<file path="config.mk">
export PLATFORM = sky130hd
export DESIGN_NAME = host_fifo_rd_port
export DESIGN_NICKNAME = d
export VERILOG_FILES = /design/src/rtl/hrp_pkg.sv /design/src/rtl/hrp_sync.sv /design/src/rtl/hrp_cycle_ctl.sv /design/src/rtl/hrp_datapath.sv /design/src/rtl/host_fifo_rd_port.sv
export SDC_FILE = /design/constraint.sdc
export NUM_CORES = 1
export LEC_CHECK = 0
export BUFFER_PORTS_ARGS = -buffer_cell sky130_fd_sc_hd__buf_2
export CAP_MARGIN = 20
export CORE_AREA = 2 2 84 86
export DETAILED_ROUTE_END_ITERATION = 6
export DIE_AREA = 0 0 86 88
export HOLD_SLACK_MARGIN = 0.12
export MAX_ROUTING_LAYER = met4
export PLACE_DENSITY = 0.84
export SYNTH_ARGS = -nofsm -noshare
export SYNTH_HDL_FRONTEND = slang
export SYNTH_SLANG_ARGS = --single-unit
</file>
<file path="constraint.sdc">
create_clock -name clk_i -period 4.2 [get_ports clk_i]
set_clock_uncertainty 0.2 [all_clocks]
set_input_delay 0.63 -clock clk_i [delete_from_list [all_inputs] [get_ports clk_i]]
set_output_delay 0.63 -clock clk_i [all_outputs]
set_load 0.02 [all_outputs]
</file>
<file path="src/rtl/hrp_pkg.sv">
package hrp_pkg;

  // Cycle boundary events seen by the synchronized strobes
  typedef struct packed {
    logic start;
    logic stop;
  } hrp_evt_t;

  // Where a read cycle takes its data from
  typedef enum logic [1:0] {
    SRC_REG   = 2'd0,
    SRC_FIFO  = 2'd1,
    SRC_EMPTY = 2'd2
  } hrp_src_e;

endpackage

</file>
<file path="src/rtl/hrp_sync.sv">
module hrp_sync #(
  parameter int          W       = 2,
  parameter logic        RST_VAL = 1'b1
) (
  input  logic         clk_i,
  input  logic         rst_ni,
  input  logic [W-1:0] async_i,
  output logic [W-1:0] sync_o
);

  for (genvar i = 0; i < W; i++) begin : g_bit
    logic meta_q, stab_q;
    always_ff @(posedge clk_i or negedge rst_ni) begin
      if (!rst_ni) begin
        meta_q <= RST_VAL;
        stab_q <= RST_VAL;
      end else begin
        meta_q <= async_i[i];
        stab_q <= meta_q;
      end
    end
    assign sync_o[i] = stab_q;
  end

endmodule

</file>
<file path="src/rtl/hrp_cycle_ctl.sv">
module hrp_cycle_ctl
  import hrp_pkg::*;
#(
  parameter int CYC_MIN   = 9,
  parameter int ASSERT_MIN = 7,
  parameter int IDLE_MIN  = 3
) (
  input  logic     clk_i,
  input  logic     rst_ni,
  input  logic     cs_s_i,
  input  logic     rd_s_i,
  output hrp_evt_t evt_o,
  output logic     in_cyc_o,
  output logic     err_o
);

  localparam int LIM_MAX = (CYC_MIN > ASSERT_MIN) ?
                           ((CYC_MIN > IDLE_MIN) ? CYC_MIN : IDLE_MIN) :
                           ((ASSERT_MIN > IDLE_MIN) ? ASSERT_MIN : IDLE_MIN);
  localparam int CNT_W   = $clog2(LIM_MAX + 1) + 1;

  typedef logic [CNT_W-1:0] cnt_t;

  logic act;
  logic in_cyc_q, seen_q, err_q;
  cnt_t hi_q, lo_q, per_q;

  function automatic cnt_t sat_inc(cnt_t v);
    return (v == '1) ? v : v + cnt_t'(1);
  endfunction

  assign act         = ~cs_s_i & ~rd_s_i;
  assign evt_o.start = act & ~in_cyc_q;
  assign evt_o.stop  = ~act & in_cyc_q;

  always_ff @(posedge clk_i or negedge rst_ni) begin
    if (!rst_ni) begin
      in_cyc_q <= 1'b0;
      seen_q   <= 1'b0;
      err_q    <= 1'b0;
      hi_q     <= '0;
      lo_q     <= '0;
      per_q    <= '0;
    end else if (evt_o.start) begin
      in_cyc_q <= 1'b1;
      seen_q   <= 1'b1;
      hi_q     <= cnt_t'(1);
      per_q    <= cnt_t'(1);
      if (seen_q && ((lo_q < cnt_t'(IDLE_MIN)) || (per_q < cnt_t'(CYC_MIN))))
        err_q <= 1'b1;
    end else if (evt_o.stop) begin
      in_cyc_q <= 1'b0;
      lo_q     <= cnt_t'(1);
      per_q    <= sat_inc(per_q);
      if (hi_q < cnt_t'(ASSERT_MIN))
        err_q <= 1'b1;
    end else begin
      per_q <= sat_inc(per_q);
      if (in_cyc_q) hi_q <= sat_inc(hi_q);
      else          lo_q <= sat_inc(lo_q);
    end
  end

  assign in_cyc_o = in_cyc_q;
  assign err_o    = err_q;

endmodule

</file>
<file path="src/rtl/hrp_datapath.sv">
module hrp_datapath
  import hrp_pkg::*;
#(
  parameter int DATA_W = 32,
  parameter int ADDR_W = 7,
  parameter int LSEL_W = 2
) (
  input  logic              clk_i,
  input  logic              rst_ni,
  input  hrp_evt_t          evt_i,
  input  logic              fsel_i,
  input  logic [ADDR_W-1:0] addr_i,
  input  logic              rx_valid_i,
  input  logic [DATA_W-1:0] rx_data_i,
  output logic              rx_ready_o,
  output logic [DATA_W-1:0] data_o,
  output logic              underflow_o
);

  localparam int LANE_W = 8;

  hrp_src_e          src;
  logic              have_q, ready_q, uf_q;
  logic [DATA_W-1:0] data_q, rot_word;

  function automatic logic [DATA_W-1:0] rot_bytes(logic [DATA_W-1:0] w,
                                                  logic [LSEL_W-1:0] s);
    logic [2*DATA_W-1:0] dbl;
    dbl = {w, w} >> (LANE_W * s);
    return dbl[DATA_W-1:0];
  endfunction

  assign rot_word = rot_bytes(rx_data_i, addr_i[LSEL_W-1:0]);

  always_comb begin
    if (!fsel_i)         src = SRC_REG;
    else if (rx_valid_i) src = SRC_FIFO;
    else                 src = SRC_EMPTY;
  end

  always_ff @(posedge clk_i or negedge rst_ni) begin
    if (!rst_ni) begin
      data_q  <= '0;
      have_q  <= 1'b0;
      ready_q <= 1'b0;
      uf_q    <= 1'b0;
    end else begin
      ready_q <= evt_i.stop & have_q;
      if (evt_i.start) begin
        unique case (src)
          SRC_FIFO: begin
            data_q <= rot_word;
            have_q <= 1'b1;
          end
          SRC_EMPTY: begin
            data_q <= '0;
            have_q <= 1'b0;
            uf_q   <= 1'b1;
          end
          default: begin
            data_q <= DATA_W'(addr_i);
            have_q <= 1'b0;
          end
        endcase
      end else if (evt_i.stop) begin
        have_q <= 1'b0;
      end
    end
  end

  assign rx_ready_o  = ready_q;
  assign data_o      = data_q;
  assign underflow_o = uf_q;

endmodule

</file>
<file path="src/rtl/host_fifo_rd_port.sv">
module host_fifo_rd_port
  import hrp_pkg::*;
#(
  parameter int DATA_W     = 32,
  parameter int ADDR_W     = 7,
  parameter int LSEL_W     = 2,
  parameter int CYC_MIN    = 9,
  parameter int ASSERT_MIN = 7,
  parameter int IDLE_MIN   = 3
) (
  input  logic              clk_i,
  input  logic              rst_ni,
  input  logic              cs_n_i,
  input  logic              rd_n_i,
  input  logic              fifo_sel_i,
  input  logic [ADDR_W-1:0] addr_i,
  input  logic              rx_valid_i,
  input  logic [DATA_W-1:0] rx_data_i,
  output logic              rx_ready_o,
  output logic [DATA_W-1:0] host_data_o,
  output logic              host_oe_o,
  output logic              underflow_o,
  output logic              proto_err_o
);

  logic [1:0] strb_s;
  hrp_evt_t   evt;

  hrp_sync #(.W(2), .RST_VAL(1'b1)) u_sync (
    .clk_i  (clk_i),
    .rst_ni (rst_ni),
    .async_i({cs_n_i, rd_n_i}),
    .sync_o (strb_s)
  );

  hrp_cycle_ctl #(
    .CYC_MIN   (CYC_MIN),
    .ASSERT_MIN(ASSERT_MIN),
    .IDLE_MIN  (IDLE_MIN)
  ) u_ctl (
    .clk_i   (clk_i),
    .rst_ni  (rst_ni),
    .cs_s_i  (strb_s[1]),
    .rd_s_i  (strb_s[0]),
    .evt_o   (evt),
    .in_cyc_o(host_oe_o),
    .err_o   (proto_err_o)
  );

  hrp_datapath #(
    .DATA_W(DATA_W),
    .ADDR_W(ADDR_W),
    .LSEL_W(LSEL_W)
  ) u_dp (
    .clk_i      (clk_i),
    .rst_ni     (rst_ni),
    .evt_i      (evt),
    .fsel_i     (fifo_sel_i),
    .addr_i     (addr_i),
    .rx_valid_i (rx_valid_i),
    .rx_data_i  (rx_data_i),
    .rx_ready_o (rx_ready_o),
    .data_o     (host_data_o),
    .underflow_o(underflow_o)
  );

endmodule

</file>
==> impl_metrics.toml <==
[outcome]
outcome = "finished, final reports clean"

[synth]
synth.avg_cell_area_um2 = 11.1
ys_async_sr_fraction_pct = 100
netlist-cell-type-count = 43
synth-edff-count = 0
ys_top_cells_by_count = "dfrtp_1, inv_1, mux2i_1, mux2_2, nand2_1"
number_of_nets_produced_by_synthesis = 348
synth_seq_cells = 57
yosys_most_used_dff = "dfrtp_1"
synthTopCellsByArea = "dfrtp_1, mux2i_1, mux4_2, mux2_2, inv_1"
synth.yosys.warnings = 0
seq_total_area_yosys_pct = 44.2
post-synth-top-area-cell = "dfrtp_1"
syn_inst = 293
cell_area_after_synthesis_um2 = 3240
synthMostInstantiatedCell = "dfrtp_1"
synth_top_cell_area_share_pct = 41.0

[floorplanning]
x_dimension_of_the_die_um = 86
floorplan_core_area_um2 = 6640
die_h_um = 88
rows = 30
initial_utilization_pct = 48.7
dieArea_um2 = 7570
design.portCount = 81

[clock_network]
tritoncts = "yes"
cts_resized = 0
cts_made_buffers = 9
cts.repair_timing.setup_buffer_count = 0
clk-insertion-delay-late_ns = 0.33
clock_path_buffers = 2
cts.reportedPaths.clkPinSlew_ns = 0.06
h-tree-depth = 3
cts_stage_hold_buffer_count = 0
cts_root_buf = "clkbuf_8"
clkSinkCount = 57

[critical_path]
worst_setup_path_start_kind = "flip-flop"
worst_setup_path_class = "flip-flop to flip-flop"
crit_path_max_incr_delay_ns = 0.69
critical_path_required_ns = 4.27
critPathArrivalTime_ns = 2.93
crit_chain = "or2_2 > inv_1 > ha_2 > nand3_1 > o32ai_1 > a31o_2"
path_max_fanout = 29
slowest_stage = "nand3_1"
cp-end-kind = "flip-flop"
timing.rr.end = "u_dp.data_o[0]"
r2r_slack_ns = 1.34
worstPathBufferInverterCount = 1
crit-reg2reg-launch = "u_sync.g_bit[0].stab_q"
cell_count_of_the_worst_reg_to_reg_path = 6
timing.critical_path.max_delay_family = "simple AND/OR/NAND/NOR gates"

[timing]
grt_setup_unrepaired = "false"
hold_viol = 0
max_freq_mhz = 350
final-max-slew-violation-count = 0
worst_slew_pin_slew_ns = 0.851
slew_headroom_pct = 43.3
worst_hold_slack_ns = 0.129
min_period_over_period_pct = 68.0
layout_min_cycle_time_ns = 2.86
tns_ns = 0
setup_viol_count_final = 0

[finish]
final_core_util_pct = 58.0
antenna-diode-count = 0
count_of_fill_cells_added_during_filler_insertion = 551
layout-drive-gt1-share_pct = 36.8
flow.area_growth_from_synthesis_pct = 19.0
finish.net_count = 422

[drt]
drc_errors = 0
vias_per_cell = 5.59
postRouteAntennaNets = 0
routed_wirelength_mm = 7.29
dr.first_iter.drc_count = 226
dr.pass1.iters = 5
route.detailed.wl_per_inst_um = 16.1
via_count = 2526

[global_routing]
grt.total_usage_pct = 20.4
number_of_global_route_vias_before_repair = 2441
global_route_wire_length_before_repair_mm = 11.5
grt_start_max_net_pins = 35
antenna_found_initial = 0
global_route.overflow_total = 0

[hold_path]
timing.hold.worst.class = "input port to asynchronous set/reset pin"

[placed_design]
dp_hpwl_mm = 5.43
portBuffers = 80
gpl.final_weighted_congestion = 0.769

[pwr]
worst_ir_drop_vdd_v = 0.000278
power.density_cell_area_nw_per_um2 = 519
design_power_total_mw = 2.00
leakage_nw = 1.87

[job]
maxCapViolCount = 0
[sequential cells by signal, indices dropped and copies added, names as in the netlist, 2 cells and up]
signal               flops
u_ctl.per_q              5
u_ctl.hi_q               5
u_ctl.lo_q               5
u_sync.g_bit.stab_q      2
u_dp.data_o             32
u_sync.g_bit.meta_q      2
[layer usage]
metal / GRT usage (%) / part of all wire, % / vias up / routed length [um]
met5: - / 0 / - / 0
met1: 26.1 / 43 / 1222 / 3170
met4: 9.52 / 2.5 / 0 / 184
met3: 4.90 / 4.5 / 18 / 331
li1: - / - / 1207 / -
met2: 30.7 / 49 / 79 / 3610
[kinds of logic after synthesis]
| logic type | Yosys count | share of synthesized area, % |
|---|---|---|
| buf+inv | 55 | 7.92 |
| xor+xnor | 3 | 0.812 |
| simple gates | 50 | 7.69 |
| mux | 57 | 23.1 |
| compound gates | 61 | 12.4 |
| fa+ha+maj | 10 | 3.86 |
| flops | 57 | 44.2 |
[power breakdown]
part / internal [mW] / total, mW / switching, mW
logic: 0.283 / 0.646 / 0.363
registers: 0.693 / 0.812 / 0.119
clock network: 0.338 / 0.543 / 0.205
[stage by stage]
stage,setup slack [ns],instance area (um^2),cells
global placement,1.44,3630,436
detailed placement,1.33,3630,436
CTS,1.33,3850,452
finish,1.34,3850,452
global route,1.12,3850,452
floorplan,2.17,3240,293
[cell type report]
class	count	area (um^2)	area share, %
clock buffers	14	183	4.74
clock inverters	2	35.0	0.909
inverters	36	135	3.51
multi-input cells	181	1550	40.3
flip-flops and latches	57	1430	37.2
well taps	80	100	2.60
repair buffers	82	415	10.8
[worst max path at each step]
| stage | start | endpoint | slack [ns] | cells after the start |
|---|---|---|---|---|
| finish | u_sync.g_bit[0].stab_q | u_dp.data_o[0] | 1.34 | 6 |
| global route | u_sync.g_bit[0].stab_q | u_dp.data_o[0] | 1.12 | 6 |
| CTS | u_sync.g_bit[0].stab_q | u_dp.data_o[1] | 1.33 | 6 |
| detailed placement | u_sync.g_bit[0].stab_q | u_dp.data_o[1] | 1.33 | 6 |
| global placement | u_sync.g_bit[0].stab_q | u_dp.data_o[0] | 1.44 | 6 |
| floorplan | u_ctl.hi_q[0] | u_ctl.hi_q[3] | 2.17 | 6 |
[cells in the final DEF, fill, tap and decap left out, types with 3 or more instances in the layout]
cell type   n
a22o_1      4
a31o_2      3
and3_1      4
buf_2      80
clkbuf_8   13
dfrtp_1    53
dfstp_2     4
ha_1        9
inv_1      36
mux2_2     19
mux2i_1    26
mux4_2     11
nand2_1    19
nand3_1     3
nor2_1      8
nor2b_1     3
nor4_1      3
o21ai_0    14
o21ai_1     6
o221ai_1    5
o22ai_1    18
(Power assumes the default switching activity.)
